[src/rtl/cadc_pkg.sv]
package cadc_pkg;

    // Two halves of every slot: evaluate the comparators, then update residue.
    typedef enum logic {
        HALF_CMP = 1'b0,
        HALF_UPD = 1'b1
    } half_e;

endpackage

[src/rtl/cadc_timing.sv]
module cadc_timing
    import cadc_pkg::*;
#(
    parameter int NBITS    = 8,
    parameter int NUM_CONV = 2,
    parameter int CLK_DIV  = 4,
    localparam int NSLOT   = NBITS + NUM_CONV,
    localparam int SW      = $clog2(NSLOT),
    localparam int DW      = (CLK_DIV > 1) ? $clog2(CLK_DIV) : 1
) (
    input  logic          clk_i,
    input  logic          rst_ni,
    input  logic          start_i,
    output logic          run_o,
    output logic          tick_o,
    output logic [SW-1:0] slot_o,
    output half_e         half_o
);

    typedef struct packed {
        logic          run;
        logic [DW-1:0] div;
        logic [SW-1:0] slot;
        half_e         half;
    } tstate_t;

    tstate_t st_d, st_q;
    logic    tick;

    always_comb begin
        st_d = st_q;
        tick = st_q.run && (st_q.div == DW'(CLK_DIV - 1));
        if (!st_q.run) begin
            if (start_i) begin
                st_d.run  = 1'b1;
                st_d.div  = '0;
                st_d.slot = '0;
                st_d.half = HALF_CMP;
            end
        end else if (tick) begin
            st_d.div = '0;
            if (st_q.half == HALF_CMP) begin
                st_d.half = HALF_UPD;
            end else begin
                st_d.half = HALF_CMP;
                if (st_q.slot == SW'(NSLOT - 1)) begin
                    st_d.run = 1'b0;
                end else begin
                    st_d.slot = st_q.slot + 1'b1;
                end
            end
        end else begin
            st_d.div = st_q.div + 1'b1;
        end
    end

    always_ff @(posedge clk_i or negedge rst_ni) begin
        if (!rst_ni) st_q <= '0;
        else         st_q <= st_d;
    end

    assign run_o  = st_q.run;
    assign tick_o = tick;
    assign slot_o = st_q.slot;
    assign half_o = st_q.half;

endmodule

[src/rtl/cadc_rsd_fix.sv]
module cadc_rsd_fix #(
    parameter int NBITS = 8,
    localparam int AW   = NBITS + 2
) (
    input  logic [NBITS-1:0] pos_i,
    input  logic [NBITS-1:0] neg_i,
    output logic [NBITS-1:0] code_o
);

    logic signed [AW-1:0] pos_w, neg_w, sum;

    // Align the +1 and -1 digit planes at their binary weights, add the
    // mid-scale offset, then clip to the unsigned code range.
    always_comb begin
        pos_w = $signed({2'b00, pos_i});
        neg_w = $signed({2'b00, neg_i});
        sum   = pos_w - neg_w + $signed(AW'(1) <<< (NBITS - 1));
        if (sum < 0)
            code_o = '0;
        else if (sum > $signed(AW'((1 << NBITS) - 1)))
            code_o = '1;
        else
            code_o = sum[NBITS-1:0];
    end

endmodule

[src/rtl/cadc_lane.sv]
module cadc_lane
    import cadc_pkg::*;
#(
    parameter int NBITS = 8,
    parameter int LAG   = 0,
    parameter int SW    = 4,
    localparam int BW   = $clog2(NBITS)
) (
    input  logic             clk_i,
    input  logic             rst_ni,
    input  logic             run_i,
    input  logic             tick_i,
    input  logic [SW-1:0]    slot_i,
    input  half_e            half_i,
    input  logic             hi_i,
    input  logic             lo_i,
    output logic             samp_o,
    output logic             cmp_o,
    output logic             ref_sub_o,
    output logic             ref_add_o,
    output logic             dbl_o,
    output logic             done_o,
    output logic [NBITS-1:0] code_o
);

    typedef struct packed {
        logic [NBITS-1:0] pos;
        logic [NBITS-1:0] neg;
    } lstate_t;

    lstate_t       st_d, st_q;
    logic          in_win, is_samp, is_dig;
    logic [SW-1:0] loc;
    logic [BW-1:0] bsel;

    always_comb begin
        in_win  = run_i && (slot_i >= SW'(LAG)) && (slot_i <= SW'(LAG + NBITS));
        loc     = slot_i - SW'(LAG);
        is_samp = in_win && (loc == '0);
        is_dig  = in_win && (loc != '0);
        bsel    = BW'(NBITS - int'(loc));

        st_d = st_q;
        if (tick_i && half_i == HALF_CMP) begin
            if (is_samp) begin
                st_d.pos = '0;
                st_d.neg = '0;
            end else if (is_dig) begin
                st_d.pos[bsel] = hi_i;
                st_d.neg[bsel] = lo_i && !hi_i;
            end
        end

        samp_o    = is_samp;
        cmp_o     = is_dig && (half_i == HALF_CMP);
        dbl_o     = is_dig && (half_i == HALF_UPD);
        ref_sub_o = dbl_o && st_q.pos[bsel];
        ref_add_o = dbl_o && st_q.neg[bsel];
        done_o    = tick_i && dbl_o && (loc == SW'(NBITS));
    end

    always_ff @(posedge clk_i or negedge rst_ni) begin
        if (!rst_ni) st_q <= '0;
        else         st_q <= st_d;
    end

    cadc_rsd_fix #(.NBITS(NBITS)) u_fix (
        .pos_i  (st_q.pos),
        .neg_i  (st_q.neg),
        .code_o (code_o)
    );

endmodule

[src/rtl/cadc_serout.sv]
module cadc_serout #(
    parameter int NBITS    = 8,
    parameter int NUM_CONV = 2,
    localparam int CW      = (NUM_CONV > 1) ? $clog2(NUM_CONV) : 1,
    localparam int BW      = $clog2(NBITS)
) (
    input  logic                               clk_i,
    input  logic                               rst_ni,
    input  logic [NUM_CONV-1:0]                done_i,
    input  logic [NUM_CONV-1:0][NBITS-1:0]     code_i,
    output logic                               ser_o,
    output logic                               frame_o,
    output logic                               valid_o,
    output logic [CW-1:0]                      conv_o
);

    typedef struct packed {
        logic [NUM_CONV-1:0][NBITS-1:0] res;
        logic [NUM_CONV-1:0]            pend;
        logic [NBITS-1:0]               sh;
        logic                           act;
        logic [BW-1:0]                  bitc;
        logic [CW-1:0]                  conv;
    } sstate_t;

    sstate_t       st_d, st_q;
    logic [CW-1:0] sel;
    logic          any;

    always_comb begin
        sel = '0;
        any = 1'b0;
        for (int k = NUM_CONV - 1; k >= 0; k--) begin
            if (st_q.pend[k]) begin
                sel = CW'(k);
                any = 1'b1;
            end
        end

        st_d = st_q;
        if (st_q.act) begin
            st_d.sh = {st_q.sh[NBITS-2:0], 1'b0};
            if (st_q.bitc == BW'(NBITS - 1)) st_d.act = 1'b0;
            else                             st_d.bitc = st_q.bitc + 1'b1;
        end else if (any) begin
            st_d.act       = 1'b1;
            st_d.bitc      = '0;
            st_d.sh        = st_q.res[sel];
            st_d.conv      = sel;
            st_d.pend[sel] = 1'b0;
        end

        for (int k = 0; k < NUM_CONV; k++) begin
            if (done_i[k]) begin
                st_d.res[k]  = code_i[k];
                st_d.pend[k] = 1'b1;
            end
        end
    end

    always_ff @(posedge clk_i or negedge rst_ni) begin
        if (!rst_ni) st_q <= '0;
        else         st_q <= st_d;
    end

    assign ser_o   = st_q.sh[NBITS-1];
    assign valid_o = st_q.act;
    assign frame_o = st_q.act && (st_q.bitc == '0);
    assign conv_o  = st_q.conv;

endmodule

[src/rtl/cadc_seq.sv]
module cadc_seq
    import cadc_pkg::*;
#(
    parameter int NBITS    = 8,
    parameter int NUM_CONV = 2,
    parameter int CLK_DIV  = 4,
    localparam int NSLOT   = NBITS + NUM_CONV,
    localparam int SW      = $clog2(NSLOT),
    localparam int CW      = (NUM_CONV > 1) ? $clog2(NUM_CONV) : 1
) (
    input  logic                clk_i,
    input  logic                rst_ni,
    input  logic                start_i,
    input  logic [NUM_CONV-1:0] cmp_hi_i,
    input  logic [NUM_CONV-1:0] cmp_lo_i,
    output logic [NUM_CONV-1:0] samp_o,
    output logic [NUM_CONV-1:0] cmp_o,
    output logic [NUM_CONV-1:0] ref_sub_o,
    output logic [NUM_CONV-1:0] ref_add_o,
    output logic [NUM_CONV-1:0] dbl_o,
    output logic                ser_o,
    output logic                frame_o,
    output logic                ser_valid_o,
    output logic [CW-1:0]       ser_conv_o
);

    logic                           run, tick;
    logic [SW-1:0]                  slot;
    half_e                          half;
    logic [NUM_CONV-1:0]            done;
    logic [NUM_CONV-1:0][NBITS-1:0] codes;

    cadc_timing #(
        .NBITS    (NBITS),
        .NUM_CONV (NUM_CONV),
        .CLK_DIV  (CLK_DIV)
    ) u_timing (
        .clk_i   (clk_i),
        .rst_ni  (rst_ni),
        .start_i (start_i),
        .run_o   (run),
        .tick_o  (tick),
        .slot_o  (slot),
        .half_o  (half)
    );

    for (genvar k = 0; k < NUM_CONV; k++) begin : g_lane
        cadc_lane #(
            .NBITS (NBITS),
            .LAG   (k),
            .SW    (SW)
        ) u_lane (
            .clk_i     (clk_i),
            .rst_ni    (rst_ni),
            .run_i     (run),
            .tick_i    (tick),
            .slot_i    (slot),
            .half_i    (half),
            .hi_i      (cmp_hi_i[k]),
            .lo_i      (cmp_lo_i[k]),
            .samp_o    (samp_o[k]),
            .cmp_o     (cmp_o[k]),
            .ref_sub_o (ref_sub_o[k]),
            .ref_add_o (ref_add_o[k]),
            .dbl_o     (dbl_o[k]),
            .done_o    (done[k]),
            .code_o    (codes[k])
        );
    end

    cadc_serout #(
        .NBITS    (NBITS),
        .NUM_CONV (NUM_CONV)
    ) u_serout (
        .clk_i   (clk_i),
        .rst_ni  (rst_ni),
        .done_i  (done),
        .code_i  (codes),
        .ser_o   (ser_o),
        .frame_o (frame_o),
        .valid_o (ser_valid_o),
        .conv_o  (ser_conv_o)
    );

endmodule

[config.mk]
export PLATFORM = sky130hd
export DESIGN_NAME = cadc_seq
export DESIGN_NICKNAME = d
export VERILOG_FILES = /design/src/rtl/cadc_pkg.sv /design/src/rtl/cadc_timing.sv /design/src/rtl/cadc_rsd_fix.sv /design/src/rtl/cadc_lane.sv /design/src/rtl/cadc_serout.sv /design/src/rtl/cadc_seq.sv
export SDC_FILE = /design/constraint.sdc
export NUM_CORES = 1
export LEC_CHECK = 0
export ABC_AREA = 1
export ABC_CLOCK_PERIOD_IN_PS = 2150
export BUFFER_PORTS_ARGS = -buffer_cell sky130_fd_sc_hd__buf_2
export CAP_MARGIN = 20
export CORE_ASPECT_RATIO = 2
export CORE_MARGIN = 1.5
export CORE_UTILIZATION = 55
export DETAILED_ROUTE_END_ITERATION = 7
export GPL_TIMING_DRIVEN = 0
export PLACE_DENSITY = 0.8
export SLEW_MARGIN = 25
export SYNTH_ARGS = -nofsm -noshare
export SYNTH_HDL_FRONTEND = slang
export SYNTH_SLANG_ARGS = --single-unit
[constraint.sdc]
create_clock -name clk_i -period 2.15 [get_ports clk_i]
set_input_delay 0.215 -clock clk_i [delete_from_list [all_inputs] [get_ports clk_i]]
set_output_delay 0.215 -clock clk_i [all_outputs]
set_load 0.01 [all_outputs]
==> metrics.md, run 1 <==
| Metric | Value |
|---|---|
| Pin count of the biggest net entering global routing | `53` |
| Mapped Area | `0.00478 sq mm` |
| Count of final setup violators | `43` |
| Core area | `0.00853 sq mm` |
| Max_slew headroom | `0.731` |
| DRC viols | `0` |
| Endpoint of the worst setup timing path | `ref_sub_o[0]` |
| Worst Path Arrival | `2260 ps` |
| Highest-count cells in the layout ignoring fill and taps | `nand2_1, inv_1, dfrtp_1, buf_4, nor2_1` |
| Number of flops mapped to enable cells by yosys | `0` |
| Critical path type | `register to output port` |
| Data required, critical path | `1930 ps` |
| Max_cap viols | `0` |
| Initial Utilization | `0.560` |
| First-pass DRT Iterations | `5` |
| Crit path cell chain | `inv_2, ha_4, nand2_4, inv_4, nor2_4, nor2_4, nand2_2, o2111ai_2, nor4_2, buf_4, buf_6` |
| WL final | `15.9 mm` |
| Initial antenna violation count | `0` |
| Setup WS post-layout | `-323 ps` |
| CTS Buf Count | `9` |
| Port Buffers | `20` |
| CTS Buffer Depth | `2` |
| Crit Path Max Fanout | `5` |
| Worst hold path type | `input port to register` |
| Reg-to-reg endpoint | `u_serout.st_q[27]` |
| Sink Count | `71` |
| Worst r2r src | `u_timing.slot_o[1]` |
| CP most frequent cell | `nor2_4` |
| Share of cells above drive strength 1 | `0.346` |
| Most common cell after layout, fill and taps aside | `nand2_1` |
| Yosys Warn Count | `0` |
| Vert. Die Dim | `135 microns` |
| CTS HTree Levels | `3` |
| Register area | `0.00178 sq mm` |
| Setup TNS | `-4720 ps` |
| Max Slew Vio Count | `0` |
| # fillers | `522` |
| Slowest stage delay, CP | `410 ps` |
| Area of the multi-input gates | `0.00301 sq mm` |
| Placed cells | `776` |
| ANT nets after route | `0` |
| CP endpoint kind | `output port` |
| Async set-reset flop share out of synthesis | `1.00` |
| Area grow syn2layout | `34.3%` |
| Minimum clock period | `2470 ps` |
| Sequential fraction of the synthesis area | `0.372` |
| Synth Instances | `655` |
| Post-DP HPWL | `8.60 mm` |
| Vias in the first global route | `4874` |
| Yosys reg bits | `71` |
| Overflow after GRT | `0` |
| Ports | `21` |
| Total track usage | `0.310` |
| Syn Nets | `692` |
| Setup crit start kind | `register` |
| Primary FF master, synth | `dfrtp_1` |
| Register-to-Register Setup Slack | `-230 ps` |
| Final critical-path share of the clock period | `1.15` |
| Placer Congestion | `0.949` |
| Die Width | `68.9 microns` |
| Worst-Margin Slew | `403 ps` |
| Setup crit start | `u_timing.slot_o[1]` |
| First-pass GRT wire length | `21.6 mm` |
| Clk_lat worst skew | `350 ps` |
| CTS root buf | `clkbuf_16` |
| Final nets | `777` |
| Failing checks | `setup timing` |
| Vias per cell | `5.99` |
| Rows | `48` |
| CTS tree | `built` |
| Final Non-Filler Cells | `845` |
| Place WS | `-358 ps` |
| RSZ-0062 raised after global routing | `true` |
| Achievable frequency | `404 MHz` |
| Path depth of the worst reg2reg path | `15` |
| Clk slew on worst S/H paths | `60 ps` |
| Final Hold Fails | `0` |
| Syn_area_per_cell | `7.30 sq um` |
| Slowest library cell on the worst path | `dfrtp_1` |
| Skew final | `13.6 ps` |
| Die footprint | `0.00929 sq mm` |
| Vias post-DR | `5062` |
| DRT iter0 DRCs | `468` |
| Netlist cell types | `40` |
| # diodes | `0` |
| Status | `complete, but fails checks` |
| DR WL/cell | `18.9 microns` |
## worst max-delay path: cells and delay by family, from the launching register on
kind / cells / cell delay, ps
and+or+nand+nor: 5 / 810
DFF: 1 / 410
buffers and inverters: 4 / 380
adders and majority gates: 1 / 190
AOI/OAI and AO/OA: 1 / 110
## stage by stage
stage,hold WS (ps),cell area (sq um),utilization
2_1_floorplan,-80.6,4800,-
3_3_place_gp,471,5030,0.590
3_5_place_dp,129,5060,0.593
4_1_cts,173,5920,0.694
5_1_grt,211,6420,0.753
6_report,184,6420,0.753
## synth_stat cells, types with 2 or more instances
cell | number | share of area
nand3_1 | 33 | 0.035
nand4_1 | 7 | 0.0092
a21oi_1 | 20 | 0.021
buf_4 | 11 | 0.017
xor2_1 | 4 | 0.0073
a22o_1 | 2 | 0.0037
nor2_4 | 3 | 0.0071
ha_1 | 28 | 0.073
dfrtp_1 | 71 | 0.37
buf_2 | 2 | 0.0021
o21ai_0 | 46 | 0.048
fa_1 | 2 | 0.0084
nand3b_1 | 2 | 0.0031
or2_2 | 2 | 0.0026
nand3_2 | 2 | 0.0042
o31ai_1 | 2 | 0.0031
o21a_1 | 2 | 0.0031
nand2_2 | 9 | 0.012
nor2_1 | 50 | 0.039
inv_2 | 10 | 0.0079
nand2_1 | 170 | 0.13
nand2_4 | 2 | 0.0047
inv_1 | 110 | 0.086
clkbuf_1 | 2 | 0.0016
o22ai_1 | 31 | 0.041
o21ai_1 | 10 | 0.010
buf_6 | 2 | 0.0047
nor2_2 | 3 | 0.0039
nor4_1 | 2 | 0.0026
o21ai_2 | 5 | 0.0092
## state kept, by name, indices dropped and copies added (netlist names)
name,cells
u_serout.valid_o,1
u_timing.st_q,2
u_timing.half_o,1
g_lane.u_lane.st_q,32
u_serout.conv_o,1
u_serout.ser_o,1
u_serout.st_q,28
u_timing.slot_o,4
u_timing.run_o,1
## layer usage
layer,track usage,share of wire,up-vias
met1,0.301,0.33,2397
li1,-,-,2271
met4,0.210,0.078,0
met3,0.0467,0.053,108
met5,0,0,-
met2,0.562,0.54,286
## worst min-delay path by stage
stage,startpoint,to,depth (start not counted)
2_1_floorplan,rst_ni,g_lane[0].u_lane.st_q[0],0
3_3_place_gp,g_lane[0].u_lane.st_q[8],g_lane[0].u_lane.st_q[8],2
3_5_place_dp,rst_ni,u_serout.st_q[9],1
4_1_cts,start_i,u_timing.run_o,3
5_1_grt,start_i,u_timing.st_q[5],4
6_report,start_i,u_timing.st_q[5],4
## logic make-up after synthesis
group | after synthesis | share of synthesized area
AND/OR/NAND/NOR | 290 | 0.271
adder cells (fa/ha/maj) | 30 | 0.0817
buffers and inverters | 138 | 0.121
AO/OA/AOI/OAI | 122 | 0.148
XOR/XNOR | 4 | 0.00733
flip-flops | 71 | 0.372
## area by class of cell
type,instances,area share
Sequential cell,71,0.277
Buffer,10,0.0121
Clock inverter,4,0.00701
Clock buffer,12,0.0384
Inverter,121,0.0746
Tap cell,100,0.0195
Multi-Input combinational cell,447,0.469
Timing Repair Buffer,80,0.102
## repair_timing
item,in CTS,in global routing
gates cloned,0,2
gates resized for setup,91,94
hold buffers,1,0
endpoints found under the setup margin,37,46
pin swaps,39,38
hold endpoints to repair,19,0
buffers inserted,40,19
Power of run 1 is left out: the tool's default activity adds up to more than one toggle a clock period on the data nets, which glitch-free logic cannot reach.
==> run 2, diff against run 1 <==
ABC_CLOCK_PERIOD_IN_PS = 2300   (was 2150)
PLACE_DENSITY = 0.77   (was 0.8)
clock period = 2.3 ns   (was 2.15 ns; I/O delays follow)
==> metrics.md, run 2 (same netlist as run 1, synthesis figures left out) <==
| Metric | Value |
|---|---|
| Max Slew Vio Count | `0` |
| Clk slew on worst S/H paths | `60 ps` |
| DR WL/cell | `15.9 microns` |
| Critical path type | `register to output port` |
| Final critical-path share of the clock period | `1.01` |
| RSZ-0062 raised after global routing | `true` |
| Highest-count cells in the layout ignoring fill and taps | `nand2_1, inv_1, dfrtp_1, nor2_1, o21ai_0` |
| Max_slew headroom | `0.684` |
| First-pass DRT Iterations | `8` |
| Data required, critical path | `2070 ps` |
| Initial antenna violation count | `0` |
| Count of final setup violators | `2` |
| Status | `complete, but fails checks` |
| Vias in the first global route | `4445` |
| Worst hold path type | `input port to register` |
| WL final | `12.9 mm` |
| CTS root buf | `clkbuf_16` |
| Place WS | `-237 ps` |
| CTS HTree Levels | `3` |
| Rows | `48` |
| Worst r2r src | `g_lane[1].u_lane.st_q[8]` |
| Vias per cell | `5.67` |
| Die Width | `68.9 microns` |
| Pin count of the biggest net entering global routing | `45` |
| Port Buffers | `20` |
| Final nets | `743` |
| Max reg flops | `32` |
| CP endpoint kind | `output port` |
| HP Start | `start_i` |
| Setup crit start kind | `register` |
| DRT iter0 DRCs | `332` |
| Overflow after GRT | `0` |
| Layout Utilization | `0.698` |
| Area grow syn2layout | `24.6%` |
| CTS Buf Count | `9` |
| Achievable frequency | `429 MHz` |
| Share of cells above drive strength 1 | `0.259` |
| Register-to-Register Setup Slack | `30 ps` |
| Total track usage | `0.285` |
| First-pass GRT wire length | `19.9 mm` |
| Worst-Margin Slew | `470 ps` |
| ANT nets after route | `0` |
| Die footprint | `0.00929 sq mm` |
| Worst Path Arrival | `2100 ps` |
| Worst hold path depth | `4` |
| Initial Utilization | `0.560` |
| Setup WS post-layout | `-32.5 ps` |
| Core area | `0.00853 sq mm` |
| Most common cell after layout, fill and taps aside | `nand2_1` |
| Max_cap viols | `0` |
| Largest Register | `g_lane.u_lane.st_q` |
| Sink Count | `71` |
| Register area | `0.00178 sq mm` |
| Final Hold Fails | `0` |
| Failing checks | `setup timing` |
| Skew final | `5.44 ps` |
| Path depth of the worst reg2reg path | `16` |
| Minimum clock period | `2330 ps` |
| Worst Hold End | `u_timing.st_q[5]` |
| Final Non-Filler Cells | `811` |
| # fillers | `634` |
| Placed cells | `776` |
| Placer Congestion | `0.929` |
| Post-DP HPWL | `8.65 mm` |
| Vias post-DR | `4596` |
| Crit Path Max Fanout | `5` |
| Ports | `21` |
| CTS Buffer Depth | `2` |
| Vert. Die Dim | `135 microns` |
| # diodes | `0` |
| DRC viols | `0` |
| CTS tree | `built` |
| Reg-to-reg endpoint | `u_serout.st_q[24]` |
| Area of the multi-input gates | `0.00284 sq mm` |
| Clk_lat worst skew | `330 ps` |
## run 2: final cells by class
class / instances / share of cell area
inverters: 121 / 0.0779
clock inverters: 5 / 0.00546
repair buffers: 46 / 0.0626
multi-input cells: 446 / 0.478
well taps: 100 / 0.0210
flip-flops and latches: 71 / 0.299
plain buffers: 11 / 0.0143
clock buffers: 11 / 0.0424
## run 2: critical path, cell delays in order (launching register included)
cell	delay [ps]
dfrtp_2	420
inv_4	70
ha_4	160
nor2_4	50
nor2_4	190
buf_6	140
nor2_4	40
nand2_2	80
o2111ai_4	110
nor4_4	330
buf_2	180
## run 2: timing repair
action	in CTS	in global routing
gates resized for setup	43	76
endpoints found under the hold margin	27	0
cloned	0	0
hold buffers	1	0
setup buffers	16	8
endpoints found under the setup margin	24	23
pin swaps	10	31
## run 2: through the flow
stage	hold slack, ps	setup TNS, ps	area [sq um]
after floorplan	-65.6	0	4780
after global placement	472	-1610	5000
after detailed placement	177	-2490	5030
after CTS	196	0	5610
after global routing	223	-703	5960
final	198	-63.1	5960
## run 2: worst max-delay path by stage
stage,start,to,slack (ps)
final,u_timing.slot_o[0],ref_sub_o[0],-30
after global routing,u_timing.slot_o[1],ref_add_o[0],-120
after CTS,g_lane[1].u_lane.st_q[3],u_serout.st_q[25],10
after detailed placement,g_lane[1].u_lane.st_q[0],u_serout.st_q[26],-240
after global placement,u_timing.slot_o[0],ref_add_o[0],-190
after floorplan,g_lane[1].u_lane.st_q[0],u_serout.st_q[26],40
## run 2: metal layers
metal	routed length (microns)	up-vias	global-route usage
met5	0	-	0
met2	7130	162	0.529
met1	4540	2177	0.291
met4	707	0	0.161
li1	-	2201	-
met3	479	56	0.0292
Power of run 2 is left out for the same reason.
